`src/rtl/lbt_pkg.sv`:
```
package lbt_pkg;
  typedef enum logic [2:0] {
    ST_IDLE = 3'd0,
    ST_CODE = 3'd1,
    ST_WAIT = 3'd2,
    ST_TEST = 3'd3,
    ST_REL  = 3'd4,
    ST_ALT  = 3'd5,
    ST_FAIL = 3'd6
  } lbt_state_e;

  localparam logic [7:0] IDLE_FILL = 8'hFF;
endpackage

```
`src/rtl/lbt_fsm.sv`:
```
module lbt_fsm
  import lbt_pkg::*;
#(
  parameter int CW = 16
) (
  input  logic          clk_i,
  input  logic          rst_ni,
  input  logic          start_i,
  input  logic          stop_i,
  input  logic          alt_mode_i,
  input  logic          stb_i,
  input  logic [7:0]    lb_code_i,
  input  logic [7:0]    conf_byte_i,
  input  logic [7:0]    rel_byte_i,
  input  logic [CW-1:0] send_cnt_i,
  input  logic [CW-1:0] conf_thr_i,
  input  logic [CW-1:0] rel_cnt_i,
  input  logic [CW-1:0] timeout_i,
  input  logic [7:0]    data_i,
  input  logic [7:0]    rx_byte_i,
  output lbt_state_e    state_o,
  output logic [7:0]    launch_o,
  output logic          launch_dat_o,
  output logic          clr_o
);
  lbt_state_e    state_q;
  logic [CW-1:0] cnt_q;
  logic [CW-1:0] run_q;
  logic          phase_q;
  logic          conf_hit;
  logic          established;

  assign clr_o       = start_i && (state_q == ST_IDLE || state_q == ST_FAIL);
  assign conf_hit    = (rx_byte_i == conf_byte_i);
  assign established = conf_hit && (run_q + 1'b1 == conf_thr_i);

  always_ff @(posedge clk_i or negedge rst_ni) begin
    if (!rst_ni) begin
      state_q <= ST_IDLE;
      cnt_q   <= '0;
      run_q   <= '0;
      phase_q <= 1'b0;
    end else begin
      unique case (state_q)
        ST_IDLE, ST_FAIL: begin
          if (start_i) begin
            state_q <= alt_mode_i ? ST_ALT : ST_CODE;
            cnt_q   <= '0;
            run_q   <= '0;
            phase_q <= 1'b0;
          end
        end
        ST_CODE: begin
          if (stb_i) begin
            if (cnt_q + 1'b1 >= send_cnt_i) begin
              state_q <= ST_WAIT;
              cnt_q   <= '0;
            end else begin
              cnt_q <= cnt_q + 1'b1;
            end
          end
        end
        ST_WAIT: begin
          if (stb_i) begin
            run_q <= conf_hit ? run_q + 1'b1 : '0;
            if (established) begin
              state_q <= ST_TEST;
            end else if (cnt_q + 1'b1 == timeout_i) begin
              state_q <= ST_FAIL;
            end else begin
              cnt_q <= cnt_q + 1'b1;
            end
          end
        end
        ST_TEST: begin
          if (stop_i) begin
            state_q <= ST_REL;
            cnt_q   <= '0;
          end
        end
        ST_REL: begin
          if (stb_i) begin
            if (cnt_q + 1'b1 >= rel_cnt_i) begin
              state_q <= ST_IDLE;
              cnt_q   <= '0;
            end else begin
              cnt_q <= cnt_q + 1'b1;
            end
          end
        end
        ST_ALT: begin
          if (stop_i) state_q <= ST_IDLE;
          else if (stb_i) phase_q <= ~phase_q;
        end
        default: state_q <= ST_IDLE;
      endcase
    end
  end

  always_comb begin
    launch_o     = IDLE_FILL;
    launch_dat_o = 1'b0;
    unique case (state_q)
      ST_CODE: launch_o = lb_code_i;
      ST_TEST: begin
        launch_o     = data_i;
        launch_dat_o = 1'b1;
      end
      ST_REL:  launch_o = rel_byte_i;
      ST_ALT: begin
        launch_o     = phase_q ? data_i : lb_code_i;
        launch_dat_o = phase_q;
      end
      default: launch_o = IDLE_FILL;
    endcase
  end

  assign state_o = state_q;
endmodule

```
`src/rtl/lbt_hist.sv`:
```
module lbt_hist
  import lbt_pkg::*;
#(
  parameter int MAX_DLY = 8,
  localparam int DW = $clog2(MAX_DLY + 1)
) (
  input  logic          clk_i,
  input  logic          rst_ni,
  input  logic          stb_i,
  input  logic          clr_i,
  input  logic [7:0]    push_byte_i,
  input  logic          push_dat_i,
  input  logic [DW-1:0] dly_i,
  output logic [7:0]    head_o,
  output logic [7:0]    exp_byte_o,
  output logic          exp_dat_o
);
  logic [7:0]         byt_q [MAX_DLY];
  logic [MAX_DLY-1:0] dat_q;
  logic [DW-1:0]      idx;

  always_comb begin
    if (dly_i == '0)                   idx = '0;
    else if (dly_i > DW'(MAX_DLY))     idx = DW'(MAX_DLY - 1);
    else                               idx = dly_i - 1'b1;
  end

  for (genvar g = 0; g < MAX_DLY; g++) begin : g_stage
    always_ff @(posedge clk_i or negedge rst_ni) begin
      if (!rst_ni) begin
        byt_q[g] <= IDLE_FILL;
        dat_q[g] <= 1'b0;
      end else if (clr_i) begin
        dat_q[g] <= 1'b0;
      end else if (stb_i) begin
        if (g == 0) begin
          byt_q[g] <= push_byte_i;
          dat_q[g] <= push_dat_i;
        end else begin
          byt_q[g] <= byt_q[(g == 0) ? 0 : g-1];
          dat_q[g] <= dat_q[(g == 0) ? 0 : g-1];
        end
      end
    end
  end

  assign head_o     = byt_q[0];
  assign exp_byte_o = byt_q[idx];
  assign exp_dat_o  = dat_q[idx];
endmodule

```
`src/rtl/lbt_errcnt.sv`:
```
module lbt_errcnt #(
  parameter int NW = 32
) (
  input  logic          clk_i,
  input  logic          rst_ni,
  input  logic          clr_i,
  input  logic          cmp_i,
  input  logic [7:0]    rx_i,
  input  logic [7:0]    exp_i,
  output logic [NW-1:0] err_o,
  output logic [NW-1:0] cnt_o
);
  logic [7:0] diff;
  logic [3:0] ones;

  assign diff = rx_i ^ exp_i;

  always_comb begin
    ones = '0;
    for (int i = 0; i < 8; i++) ones = ones + {3'b000, diff[i]};
  end

  always_ff @(posedge clk_i or negedge rst_ni) begin
    if (!rst_ni) begin
      err_o <= '0;
      cnt_o <= '0;
    end else if (clr_i) begin
      err_o <= '0;
      cnt_o <= '0;
    end else if (cmp_i) begin
      err_o <= err_o + NW'(ones);
      cnt_o <= cnt_o + NW'(8);
    end
  end
endmodule

```
`src/rtl/lbt_ctrl.sv`:
```
module lbt_ctrl
  import lbt_pkg::*;
#(
  parameter int CW      = 16,
  parameter int MAX_DLY = 8,
  parameter int NW      = 32,
  localparam int DW = $clog2(MAX_DLY + 1)
) (
  input  logic          clk_i,
  input  logic          rst_ni,
  input  logic          start_i,
  input  logic          stop_i,
  input  logic          alt_mode_i,
  input  logic          byte_stb_i,
  input  logic [7:0]    lb_code_i,
  input  logic [7:0]    conf_byte_i,
  input  logic [7:0]    rel_byte_i,
  input  logic [CW-1:0] send_cnt_i,
  input  logic [CW-1:0] conf_thr_i,
  input  logic [CW-1:0] rel_cnt_i,
  input  logic [CW-1:0] timeout_i,
  input  logic [DW-1:0] rt_delay_i,
  input  logic [7:0]    data_i,
  input  logic [7:0]    rx_byte_i,
  output logic [7:0]    tx_byte_o,
  output logic          data_req_o,
  output logic [2:0]    state_o,
  output logic          latched_o,
  output logic          fail_o,
  output logic [NW-1:0] bit_err_o,
  output logic [NW-1:0] bit_cnt_o
);
  lbt_state_e state;
  logic [7:0] launch;
  logic       launch_dat;
  logic       clr;
  logic [7:0] exp_byte;
  logic       exp_dat;

  lbt_fsm #(.CW(CW)) u_fsm (
    .clk_i, .rst_ni, .start_i, .stop_i, .alt_mode_i,
    .stb_i       (byte_stb_i),
    .lb_code_i, .conf_byte_i, .rel_byte_i,
    .send_cnt_i, .conf_thr_i, .rel_cnt_i, .timeout_i,
    .data_i, .rx_byte_i,
    .state_o     (state),
    .launch_o    (launch),
    .launch_dat_o(launch_dat),
    .clr_o       (clr)
  );

  lbt_hist #(.MAX_DLY(MAX_DLY)) u_hist (
    .clk_i, .rst_ni,
    .stb_i      (byte_stb_i),
    .clr_i      (clr),
    .push_byte_i(launch),
    .push_dat_i (launch_dat),
    .dly_i      (rt_delay_i),
    .head_o     (tx_byte_o),
    .exp_byte_o (exp_byte),
    .exp_dat_o  (exp_dat)
  );

  lbt_errcnt #(.NW(NW)) u_cnt (
    .clk_i, .rst_ni,
    .clr_i(clr),
    .cmp_i(byte_stb_i && exp_dat),
    .rx_i (rx_byte_i),
    .exp_i(exp_byte),
    .err_o(bit_err_o),
    .cnt_o(bit_cnt_o)
  );

  assign data_req_o = launch_dat;
  assign state_o    = state;
  assign latched_o  = (state == ST_TEST);
  assign fail_o     = (state == ST_FAIL);
endmodule

```
`config.mk`:
```
export PLATFORM = sky130hd
export DESIGN_NAME = lbt_ctrl
export DESIGN_NICKNAME = d
export VERILOG_FILES = /design/src/rtl/lbt_pkg.sv /design/src/rtl/lbt_fsm.sv /design/src/rtl/lbt_hist.sv /design/src/rtl/lbt_errcnt.sv /design/src/rtl/lbt_ctrl.sv
export SDC_FILE = /design/constraint.sdc
export NUM_CORES = 1
export LEC_CHECK = 0
export BUFFER_PORTS_ARGS = -buffer_cell sky130_fd_sc_hd__buf_4
export CAP_MARGIN = 20
export CORE_MARGIN = 3
export CORE_UTILIZATION = 30
export CTS_CLUSTER_SIZE = 20
export DETAILED_ROUTE_END_ITERATION = 10
export GPL_ROUTABILITY_DRIVEN = 1
export PLACE_DENSITY_LB_ADDON = 0.08
export SYNTH_ARGS = -nofsm -noshare
export SYNTH_HDL_FRONTEND = slang
export SYNTH_SLANG_ARGS = --single-unit
```
`constraint.sdc`:
```
create_clock -name clk_i -period 7.4 [get_ports clk_i]
set_input_delay 0.37 -clock clk_i [delete_from_list [all_inputs] [get_ports clk_i]]
set_output_delay 0.37 -clock clk_i [all_outputs]
set_load 0.01 [all_outputs]
```
-- Word level (Yosys, flattened, before mapping)
Index checks and enable logic that the tools add are counted.
Widths: inputs -> output; s select.
- register bits: 172
- output and inout bits: 78
- word-level logic and storage cells: 141
- add/sub/neg operators: 12
- $lt $le $gt $ge: 5
- eq/ne operators: 22
- mux-type cells: 59
- bitwise gates (word level): 4
- reduce and logical (&&, ||, !) cells: 17
- operator list (operator ; count):
    $mux 16 ; 11
    $mux 32 ; 4
    $pmux 16 s5 ; 1
    $mux 3 ; 11
    $add 16x1->16 const B ; 2
    $add 32x4->32 ; 1
    $add 32x4->32 const B ; 1
    $eq 16x16->1 ; 2
    $ge 16x16->1 ; 2
    $pmux 16 s2 ; 1
    $pmux 8 s4 ; 1
    $add 4x1->4 ; 6
    $bmux 8 s3 ; 1
    $mux 8 ; 3
    $mux 1 ; 20
    $ne 2x2->1 const B ; 10
    $pmux 3 s6 ; 1
    $eq 3x3->1 const B ; 3
    $reduce_and 9->1 ; 1
    $eq 8x8->1 ; 1
    $mux 4 ; 2
    $reduce_and 8->1 ; 1
    $reduce_bool 2->1 ; 4
    $xor 8x8->8 ; 1
    22 further kinds ; 28

-- Logic depth before layout (Yosys ltp)
Gate-level depths: netlist (run 1).
- word-level depth: 18
- mapped depth: 27

-- Hierarchy
A second synthesis (run 1) with hierarchy kept.
- cells, all modules: 1307
- area total of the unflattened synthesis: 12064.1 um^2
- modules (own cells, without submodules) (module ; instances ; cells an instance ; area an instance (um^2)):
    lbt_fsm ; 1 ; 546 ; 4372.9
    lbt_hist ; 1 ; 368 ; 4023.9
    lbt_errcnt ; 1 ; 390 ; 3643.5
    lbt_ctrl ; 1 ; 3 ; 23.8

-- Least setup slack after synthesis (run 1)
No wires, ideal clock.
- kind: input -> register
- from: in rt_delay_i[0]
- to: reg u_cnt.err_o[30]
- data arrival time: 7073 ps
- data required time: 7322 ps
- slack: 249 ps
- cell stages on the path: 25
- buffers on the path: 4
- cell sequence: inv_1 -> ha_1 -> nand2b_1 -> a21o_1 -> buf_2 -> buf_1 -> mux4_2 -> mux2i_1 -> xnor2_1 -> ha_1 -> fa_1 -> inv_1 -> fa_1 -> fa_1 -> fa_1 -> fa_1 -> nor2b_1 -> o21ai_0 -> nand2b_1 -> and2_1 -> clkbuf_1 -> or4b_2 -> clkbuf_1 -> or3_1 -> a21oi_1
- word-level cells in the longest chain between the ends: 18
- elaborated cells on any way between the ends: 24
- those cells by class: add/sub (9); order compare (1); mux (9); bitwise (2); reduce/logical (3)
- ends and longest elaborated chain (element ; RTL line ; text):
    start: declaration ; lbt_ctrl.sv:22 ; input logic [DW-1:0] rt_delay_i,
    $sub 4x1->4 / $gt 4x4->1 (equally long branches) ; lbt_hist.sv:25, lbt_hist.sv:24 ;
    $mux 4 ; lbt_hist.sv:24 ; else if (dly_i > DW'(MAX_DLY)) idx = DW'(MAX_DLY - 1);
    $mux 4 (*) ; lbt_hist.sv:23 ; if (dly_i == '0) idx = '0;
    $not 4->5 (not written as such) ; lbt_hist.sv:48 ; assign exp_byte_o = byt_q[idx];
    $bmux 8 s3 ; lbt_hist.sv:48 ;
    $mux 8 (not written as such) (2 in a row) ; lbt_hist.sv:48 ;
    $xor 8x8->8 ; lbt_errcnt.sv:16 ; assign diff = rx_i ^ exp_i;
    $add 1x1->2 ; lbt_errcnt.sv:20 ; for (int i = 0; i < 8; i++) ones = ones + {3'b000, diff[i]};
    $add 4x1->4 (6 in a row) ; lbt_errcnt.sv:20 ;
    $add 32x4->32 ; lbt_errcnt.sv:31 ; err_o <= err_o + NW'(ones);
    $mux 32 ; lbt_errcnt.sv:30 ; end else if (cmp_i) begin
    $mux 32 ; lbt_errcnt.sv:27 ; end else if (clr_i) begin
    end signal: assignment ; lbt_errcnt.sv:31 ;
    end: declaration ; lbt_errcnt.sv:10 ; output logic [NW-1:0] err_o,
Mark *: on every way between the ends. The rest lies on a longest branch, timed or not. The select of a mux whose other input is x is not followed.
A chain may end at the register's enable or synchronous reset.

-- Worst setup path in the final report (run 1)
- from: in rt_delay_i[0]
- to: reg u_cnt.err_o[28]
Same word-level chain as after synthesis.

==> impl_metrics.py, run 1 <==
metrics = {
    "outcome": {
        "status": "complete, no violations",
    },
    "sta": {
        "clock.fmax_ghz": 0.1585,
        "fin_setup_tns_ps": 0,
        "skew_ps": 13.08,
        "slew_headroom_pct": 35.93,
        "holdWs_ps": 194.2,
        "final-hold-violation-count": 0,
        "rsz0062_at_grt": "false",
        "maxSlewViolCount": 0,
        "setup_viol": 0,
        "finalCriticalPeriod_ps": 6309,
        "worstMarginPinSlew_ps": 961.1,
        "finalCritPeriodShare_pct": 85.26,
    },
    "global_routing": {
        "overflow": 0,
        "grt_first_pass_wirelength_mm": 51.85,
        "track_usage_pct": 16.82,
        "grt_max_degree": 71,
        "grt_pass1_vias": 9142,
        "antenna_found_initial": 0,
    },
    "place": {
        "placed_area_um2": 12760,
        "place.gp.congestion": 0.7655,
        "port_buffers": 188,
        "hpwlAfterDp_mm": 23.56,
    },
    "setup_path": {
        "worst_setup_path_start_kind": "input port",
        "critPathKind": "in2reg",
        "crit_required_ps": 7760,
        "critPathMaxFanout": 11,
        "arrival_ps": 6660,
        "end_kind": "flip-flop",
    },
    "yosys": {
        "synth.area.top_cells": "dfrtp_1, dfstp_2, nand2_1",
        "synth-seq-area-share_pct": 39.11,
        "syn_inst": 1251,
        "synth_seq_cells": 169,
        "synth_warnings": 0,
        "yosysTopAreaCell": "dfrtp_1",
        "async_reset_ff_share_pct": 100.0,
        "synth_top_area_share_pct": 23.85,
        "synth_edf_count": 0,
        "synth_flop_cell": "dfrtp_1",
        "synthesis.area_um2": 11020,
        "syn_avg_cell_area_um2": 8.807,
        "synth_cell_types": 71,
    },
    "die": {
        "rows": 69,
        "core_area_um2": 35910,
        "dieArea_um2": 39060,
        "ios": 192,
        "die_w_um": 197.6,
        "die_h_um": 197.6,
        "start_util_pct": 30.68,
    },
    "clock_tree": {
        "clk_path_buf_depth": 2,
        "clk_latency_ps": 450,
        "cts.repair.resized": 0,
        "clock-sinks": 169,
        "ctsHtreeMaxLevel": 4,
        "root_buffer": "clkbuf_16",
        "numCtsBuffers": 17,
        "cts.clk_slew.worst_paths_ps": 70,
        "cts_tree": "yes",
    },
    "drt": {
        "first_iter_violations": 636,
        "post-route-drc-count": 0,
        "drtAntennaViolNets": 0,
        "dr.pass1.iters": 5,
        "routed_wl_mm": 32.67,
        "vias": 9443,
        "avgRoutedWirePerCell_um": 17.50,
        "vias_per_cell": 5.058,
    },
    "flow_run": {
        "cap_violations": 0,
    },
    "cells_and_area": {
        "drive_above_1_share_pct": 23.47,
        "fin_nets": 1556,
        "fin_area_um2": 13380,
        "n_antenna_cell": 0,
        "fillerInstances": 3678,
        "utilization_pct": 37.26,
        "layout-area-overhead-vs-synth_pct": 21.45,
    },
    "pwr": {
        "p_leak_nw": 6.193,
        "max-vdd-ir-drop_mv": 0.1772,
        "power_per_cell_area_nw_per_um2": 312.6,
    },
    "hold_path": {
        "hp-class": "in2reg",
    },
}
timing repair:
item / in CTS / in global routing
setup buffers: 0 / 0
hold buffers: 1 / 0
endpoints found under the hold margin: 34 / 0
state kept, by name (all words and copies together) (netlist names), 3 cells and up:
register,cells
u_fsm.cnt_q,16
u_cnt.cnt_o,29
u_hist.dat_q,8
u_fsm.run_q,16
u_hist.byt_q,56
u_cnt.err_o,32
u_hist.head_o,8
u_fsm.state_o,3
cells in the mapped netlist, types with 7 or more instances:
library cell / n
nand2_1: 234
dfrtp_1: 105
nor2_1: 95
o21ai_0: 71
dfstp_2: 64
inv_1: 59
clkbuf_1: 54
xor2_1: 52
xnor2_1: 44
ha_1: 43
nand3_1: 38
a21oi_1: 34
or3_1: 29
nand4_1: 28
mux2i_1: 25
nor3_1: 21
and3_1: 18
mux4_2: 16
nand2b_1: 14
nor2b_1: 13
buf_4: 12
a221oi_1: 10
nor3b_1: 10
a211o_1: 9
a21o_1: 9
a31oi_1: 8
and4_1: 8
buf_1: 8
a211oi_1: 7
and2_1: 7
o41ai_1: 7
cells in the final DEF, fill, tap and decap left out, types with 7 or more instances in the layout:
master     instances
nand2_1          234
xnor2_1           44
and3_1            18
a211o_1            9
dfstp_2           64
a221oi_1          10
nor2_1            95
buf_4            200
dfrtp_1          105
a21o_1             9
clkbuf_16         17
nand2b_1          14
a21oi_1           34
mux4_2            16
o41ai_1            7
or3_1             29
ha_1              43
nor2b_1           13
xor2_1            52
a31oi_1            7
nand4_1           28
nor3_1            21
a211oi_1           7
nand3_1           38
mux2i_1           25
inv_1             59
nor3b_1            9
o21ai_0           71
and4_1             8
layer usage:
metal	vias up	wire (um)	global-route usage [%]
li1	4636	-	-
met1	4579	16140	24.47
met2	211	14620	25.84
met3	17	1563	3.343
met4	0	353	3.906
met5	-	0	0
logic make-up (layout without fill, tap and decap cells):
group	count (synthesis)	count (layout)	share of synthesized area, %
flops	169	169	39.11
fa+ha+maj	49	49	5.882
mux	44	44	5.848
buf+inv	139	292	5.326
other cells	1	3	0.03404
xor+xnor	96	96	7.631
compound gates	207	207	12.61
simple gates	546	546	23.56
worst max-delay path, cell delays in order:
cell and delay [ps]:
buf_4 90, inv_1 70, ha_1 240, nand2b_1 210, a21o_1 360, mux4_2 540, mux2i_1 200, xnor2_1 150
ha_1 270, fa_1 530, inv_1 50, fa_1 500, fa_1 470, fa_1 490, fa_1 440, nor2b_1 130
o21ai_0 90, nand2b_1 90, and2_1 140, or4b_2 720, or3_1 360, a21oi_1 140
per-stage QoR:
step                std cells  total power [W]  setup WS [ps]
floorplan                1253         0.002710          248.7
global placement         1835         0.003251          738.9
detailed placement       1835         0.003262          602.0
CTS                      1867         0.004254           1069
global route             1867         0.004559          634.0
finish                   1867         0.004184           1091
path summary, 6_finish.rpt:
| path | slack [ps] | cells after the start | startpoint | to |
|---|---|---|---|---|
| worst max-delay path | 1090 | 22 | rt_delay_i[0] | u_cnt.err_o[28] |
| worst min-delay path | 190 | 3 | data_i[7] | u_hist.head_o[7] |
| worst max register to register | 1670 | 17 | u_hist.head_o[0] | u_cnt.err_o[28] |
| worst min register to register | 460 | 2 | u_hist.byt_q[0] | u_hist.byt_q[0] |
| max in group asynchronous | 5600 | 3 | rst_ni | u_cnt.err_o[28] |
| min in group asynchronous | 490 | 2 | rst_ni | u_cnt.cnt_o[20] |
layout make-up:
| class | instances | area [um2] | area share (%) |
|---|---|---|---|
| Timing Repair Buffer | 202 | 1523 | 11.38 |
| Sequential cell | 169 | 4309 | 32.20 |
| Multi-Input combinational cell | 945 | 6142 | 45.90 |
| Clock buffer | 19 | 432.9 | 3.235 |
| Tap cell | 461 | 576.8 | 4.310 |
| Inverter | 59 | 221.5 | 1.655 |
| Clock inverter | 12 | 176.4 | 1.318 |
where the power goes:
part,internal (W),leakage (nW),switching [W]
clock network,0.000563,0.294,0.000398
registers,0.00125,2.12,0.000269
logic,0.000757,3.78,0.000947
total,0.00257,6.19,0.00161
No activity file was read; power rests on OpenSTA's default activity.
==> run 2, diff against run 1 <==
CTS_BUF_LIST = sky130_fd_sc_hd__clkbuf_4   (was default)
RECOVER_POWER = 100   (was default)
==> run 2 against run 1 <==
  * The flow now finishes with violations (max-capacitance violations, max-slew violations)
  * Maximum frequency increased by 0.68%
  * Routed wire length increased by 0.37%
  * Critical endpoint is now u_cnt.err_o[30]
  * Sequential share of layout area increased by 1.0 points
  * Cell count increased by 0.91%
  * Sequential power about the same
  * Clock skew up 18 ps
==> impl_metrics.py, run 2 (synthesis gave the netlist of run 1 again) <==
metrics = {
    "cells_and_area": {
        "fillerInstances": 3771,
        "final_common_cell": "nand2_1",
        "top_regs": "u_hist.byt_q: 56 flops, u_cnt.err_o: 32 flops, u_cnt.cnt_o: 29 flops",
        "fin_nets": 1571,
        "layout-area-overhead-vs-synth_pct": 17.64,
        "largest-register": "u_hist.byt_q",
        "largest_reg_flops": 56,
        "drive_above_1_share_pct": 17.59,
        "final_cell_mix": "nand2_1, buf_4, dfrtp_1, nor2_1, clkbuf_1",
        "instances_no_fill": 1884,
        "utilization_pct": 36.09,
    },
    "drt": {
        "first_iter_violations": 539,
        "routed_wl_mm": 32.79,
        "dr.pass1.iters": 5,
        "vias": 9522,
        "avgRoutedWirePerCell_um": 17.41,
        "drtAntennaViolNets": 0,
        "vias_per_cell": 5.054,
        "post-route-drc-count": 0,
    },
    "die": {
        "dieArea_um2": 39060,
        "start_util_pct": 30.68,
        "core_area_um2": 35910,
        "rows": 69,
        "ios": 192,
        "die_w_um": 197.6,
        "die_h_um": 197.6,
    },
    "global_routing": {
        "antenna_found_initial": 2,
        "grt_first_pass_wirelength_mm": 51.89,
        "grt_pass1_vias": 9187,
        "grt_max_degree": 71,
        "track_usage_pct": 16.78,
        "overflow": 0,
    },
    "clock_tree": {
        "root_buffer": "clkbuf_4",
        "numCtsBuffers": 17,
        "cts_tree": "yes",
        "ctsHtreeMaxLevel": 4,
        "clock-sinks": 169,
        "clk_path_buf_depth": 2,
        "cts.repair.resized": 0,
        "clk_latency_ps": 620,
        "cts.clk_slew.worst_paths_ps": 130,
    },
    "sta": {
        "final-hold-violation-count": 0,
        "slew_headroom_pct": -144.7,
        "clock.fmax_ghz": 0.1596,
        "rsz0062_at_grt": "false",
        "holdWs_ps": 82.09,
        "fin_setup_tns_ps": 0,
        "worstMarginPinSlew_ps": 3671,
        "finalCriticalPeriod_ps": 6266,
        "setup_viol": 0,
        "skew_ps": 31.46,
        "maxSlewViolCount": 310,
        "finalCritPeriodShare_pct": 84.68,
    },
    "setup_path": {
        "r2r_cells": 9,
        "timing.rr.end": "u_cnt.err_o[30]",
        "worst_setup_path_start_kind": "input port",
        "arrival_ps": 6750,
        "rrSetupSlack_ps": 1480,
        "r2r-start": "u_fsm.state_o[1]",
        "crit_required_ps": 7890,
        "critPathMaxFanout": 11,
        "critPathKind": "in2reg",
        "end_kind": "flip-flop",
    },
    "place": {
        "placedCellCount": 1835,
        "hpwlAfterDp_mm": 23.56,
        "place.gp.congestion": 0.7655,
        "port_buffers": 188,
    },
    "hold_path": {
        "hold_end": "u_hist.head_o[3]",
        "holdPathStages": 3,
        "hp-class": "in2reg",
        "min_from": "lb_code_i[3]",
    },
    "pwr": {
        "total_power_w": 0.003838,
        "p_leak_nw": 5.828,
        "power_per_cell_area_nw_per_um2": 296.1,
        "max-vdd-ir-drop_mv": 0.1783,
    },
    "flow_run": {
        "cap_violations": 5,
    },
    "outcome": {
        "violations": "max-capacitance violations, max-slew violations",
        "status": "finished, violations left",
    },
}
## run 2: changes by cell type in the layout (fill, tap and decap cells not counted), sizes merged
cell and change:
buf -74, clkbuf +74, diode +2, dlygate4sd3 +15
## run 2: per-stage QoR
step                setup slack (ps)  cell area, um2
detailed placement             602.0           12760
floorplan                      248.7           11030
CTS                             1285           13240
finish                          1134           12960
global route                   712.0           12960
global placement               738.9           12760
## run 2: power by group
group / internal [W] / leakage (nW) / switching (W)
Sequential: 0.00124 / 2.11 / 0.000268
Combinational: 0.000750 / 3.55 / 0.000949
Clock: 0.000273 / 0.170 / 0.000354
Total: 0.00227 / 5.83 / 0.00157
## run 2: layout make-up
class	instances	area (um2)	share of cell area, %
Multi-Input combinational cell	945	6137	47.35
Sequential cell	169	4309	33.25
Timing Repair Buffer	217	1393	10.74
Tap cell	461	576.8	4.450
Inverter	59	221.5	1.709
Clock inverter	12	176.4	1.361
Clock buffer	19	142.6	1.100
Antenna cell	2	5.005	0.03861
## run 2: repair_timing
| action | CTS | global route |
|---|---|---|
| hold buffers | 16 | 0 |
| setup buffers | 0 | 0 |
| hold endpoints to repair | 42 | 0 |
## run 2: how the worst max path moves through the flow
stage	from	end	slack, ps	depth (start not counted)
6_report	rt_delay_i[0]	u_cnt.err_o[30]	1130	22
2_1_floorplan	rt_delay_i[0]	u_cnt.err_o[30]	250	25
4_1_cts	rt_delay_i[0]	u_cnt.err_o[28]	1290	22
3_3_place_gp	rt_delay_i[0]	u_cnt.err_o[22]	740	22
5_1_grt	rt_delay_i[0]	u_cnt.err_o[30]	710	22
3_5_place_dp	rt_delay_i[0]	u_cnt.err_o[26]	600	22
## run 2: per-layer routing
layer	track usage, %	vias up	wire [um]
met3	3.292	20	1551
met5	0	-	0
li1	-	4666	-
met2	25.99	234	14740
met1	24.32	4602	16140
met4	3.748	0	363
## run 2: critical path: stages
cell      delay (ps)
clkbuf_1         110
inv_1             90
ha_1             240
nand2b_1         210
a21o_1           370
mux4_2           540
mux2i_1          200
xnor2_1          150
ha_1             270
fa_1             530
inv_1             50
fa_1             500
fa_1             470
fa_1             490
fa_1             440
nor2b_1          130
o21ai_0           90
nand2b_1         100
and2_0           150
or4b_2           730
or3_1            350
a21oi_1          150
==> run 3, diff against run 2 <==
clock period = 6.5 ns   (was 7.4 ns; I/O delays follow)
==> run 3 against run 2 <==
  * The flow still finishes with violations (max-capacitance violations, max-slew violations)
  * Worst hold slack better by 72 ps
  * Sequential share of layout area decreased by 0.22 points
  * Core utilization rose by 0.24 points
  * Critical path depth unchanged
  * Routed wire length is 4.4% lower
  * Critical endpoint is now u_cnt.err_o[24]
  * Highest routed layer unchanged
==> impl_metrics.py, run 3 (synthesis gave the netlist of run 1 again) <==
metrics = {
    "outcome": {
        "status": "finished, violations left",
        "violations": "max-capacitance violations, max-slew violations",
    },
    "cells_and_area": {
        "drive_above_1_share_pct": 18.27,
        "fillerInstances": 3803,
        "final_common_cell": "nand2_1",
        "utilization_pct": 36.33,
        "fin_nets": 1583,
        "layout-area-overhead-vs-synth_pct": 18.43,
        "final_cell_mix": "nand2_1, buf_4, dfrtp_1, nor2_1, clkbuf_1",
        "largest-register": "u_hist.byt_q",
        "largest_reg_flops": 56,
        "top_regs": "u_hist.byt_q: 56 flops, u_cnt.err_o: 32 flops, u_cnt.cnt_o: 29 flops",
    },
    "clock_tree": {
        "root_buffer": "clkbuf_4",
        "numCtsBuffers": 17,
        "clk_latency_ps": 610,
        "clk_path_buf_depth": 2,
        "clock-sinks": 169,
        "cts.repair.resized": 0,
        "cts.clk_slew.worst_paths_ps": 170,
        "ctsHtreeMaxLevel": 4,
        "cts_setup_buffers": 0,
        "cts_tree": "yes",
        "holdBufCountCts": 18,
    },
    "die": {
        "core_area_um2": 35910,
        "die_h_um": 197.6,
        "dieArea_um2": 39060,
        "ios": 192,
        "die_w_um": 197.6,
        "rows": 69,
        "start_util_pct": 30.68,
    },
    "sta": {
        "rsz0062_at_grt": "false",
        "finalCritPeriodShare_pct": 91.96,
        "fin_setup_tns_ps": 0,
        "slew_headroom_pct": -146.5,
        "maxSlewViolCount": 293,
        "finalCriticalPeriod_ps": 5977,
        "fin_ws_ps": 522.6,
        "final-hold-violation-count": 0,
        "worstMarginPinSlew_ps": 3697,
        "clock.fmax_ghz": 0.1673,
        "setup_viol": 0,
        "skew_ps": 36.24,
    },
    "place": {
        "dpl_worst_slack_ps": -57.66,
        "place.gp.congestion": 0.8059,
        "port_buffers": 188,
        "hpwlAfterDp_mm": 22.89,
    },
    "global_routing": {
        "grt_first_pass_wirelength_mm": 51.03,
        "overflow": 0,
        "antenna_found_initial": 1,
        "track_usage_pct": 16.20,
        "grt_pass1_vias": 9389,
        "grt_max_degree": 70,
    },
    "pwr": {
        "swShare_pct": 41.00,
        "power.internal_w": 0.002558,
        "p_leak_nw": 5.872,
        "combPwrFrac_pct": 45.2,
        "seqPwrFrac_pct": 39.0,
        "clkPwrFrac_pct": 15.8,
        "max-vdd-ir-drop_mv": 0.2990,
        "p_sw_w": 0.001778,
        "power_per_cell_area_nw_per_um2": 332.3,
    },
    "drt": {
        "vias_per_cell": 4.944,
        "avgRoutedWirePerCell_um": 16.53,
        "first_iter_violations": 400,
        "dr.pass1.iters": 4,
        "vias": 9378,
        "routed_wl_mm": 31.36,
        "post-route-drc-count": 0,
        "drtAntennaViolNets": 0,
    },
    "setup_path": {
        "crit_required_ps": 7000,
        "worstPathCellList": "clkbuf_4 > inv_1 > ha_1 > nand2b_1 > a21o_1 > mux4_2 > mux2i_1 > xnor2_1 > ha_1 > fa_1 > inv_1 > fa_1 > fa_1 > fa_1 > fa_1 > nor2b_1 > o21ai_0 > nand2b_1 > and2_0 > or4b_2 > or3_1 > a21oi_1",
        "worst_setup_path_start_kind": "input port",
        "cpMaxStageDelayCell": "or4b_2",
        "critPathMostFrequentCell": "fa_1",
        "end_kind": "flip-flop",
        "max_stage_delay_ps": 720,
        "arrival_ps": 6480,
        "critPathKind": "in2reg",
        "critPathMaxFanout": 11,
    },
    "flow_run": {
        "cap_violations": 5,
    },
    "hold_path": {
        "hp-class": "in2reg",
    },
}
==> run 3: cell types whose count changed in the layout (fill, tap and decap cells not counted), sizes merged <==
| cell | previous run | this run |
|---|---|---|
| buf | 127 | 136 |
| clkinv | 7 | 4 |
| clkinvlp | 1 | 4 |
| inv | 59 | 62 |
| dlygate4sd3 | 16 | 18 |
| bufinv | 4 | 3 |
==> run 3: worst paths after layout <==
check / startpoint / to / slack (ps) / cells after the start
max: rt_delay_i[0] / u_cnt.err_o[24] / 520 / 22
min: byte_stb_i / u_hist.dat_q[4] / 150 / 3
max reg2reg: u_hist.head_o[0] / u_cnt.err_o[24] / 700 / 17
min reg2reg: u_hist.byt_q[33] / u_hist.byt_q[25] / 440 / 2
max in group asynchronous: rst_ni / u_hist.dat_q[3] / 1310 / 3
min in group asynchronous: rst_ni / u_fsm.run_q[8] / 840 / 2
==> run 3: through the flow <==
stage                     hold WS [ps]  power [W]  instances  instance area (um2)
after floorplan                  29.41   0.003087       1253                11060
after global placement           248.5   0.003707       1844                12830
after detailed placement         248.3   0.003715       1844                12830
after CTS                        80.56   0.004458       1894                13320
after global routing             92.10   0.004761       1897                13050
final                            153.7   0.004336       1897                13050
==> run 3: power groups by stage <==
stage	registers (W)	logic [W]	clock network, W
after global placement	0.00173	0.00197	0
after global routing	0.00173	0.00226	0.000766
after CTS	0.00170	0.00203	0.000729
after floorplan	0.00159	0.00150	0
final	0.00169	0.00196	0.000685
after detailed placement	0.00172	0.00199	0
==> run 3: per-layer routing <==
metal  track usage (%)  routed length, um  vias to the layer above
li1                  -                  -                     4682
met1             22.27              14940                     4529
met2             26.88              14960                      151
met3             2.814               1152                       16
met4             3.460                317                        0
met5                 0                  0                        -
==> run 3: worst max-delay path, delay by kind of cell <==
kind            cells  cell delay, ps
buf+inv             3             210
fa+ha+maj           7            2940
xor+xnor            1             140
mux                 2             730
compound gates      3             560
simple gates        6            1550
==> run 3: layout make-up <==
cell class	instances	area [um2]	area share, %
multi-input cells	945	6138	47.04
flip-flops and latches	169	4309	33.02
inverters	59	221.5	1.697
repair buffers	229	1491	11.43
clock buffers	18	135.1	1.036
diodes	2	5.005	0.03835
well taps	461	576.8	4.420
clock inverters	14	171.4	1.314
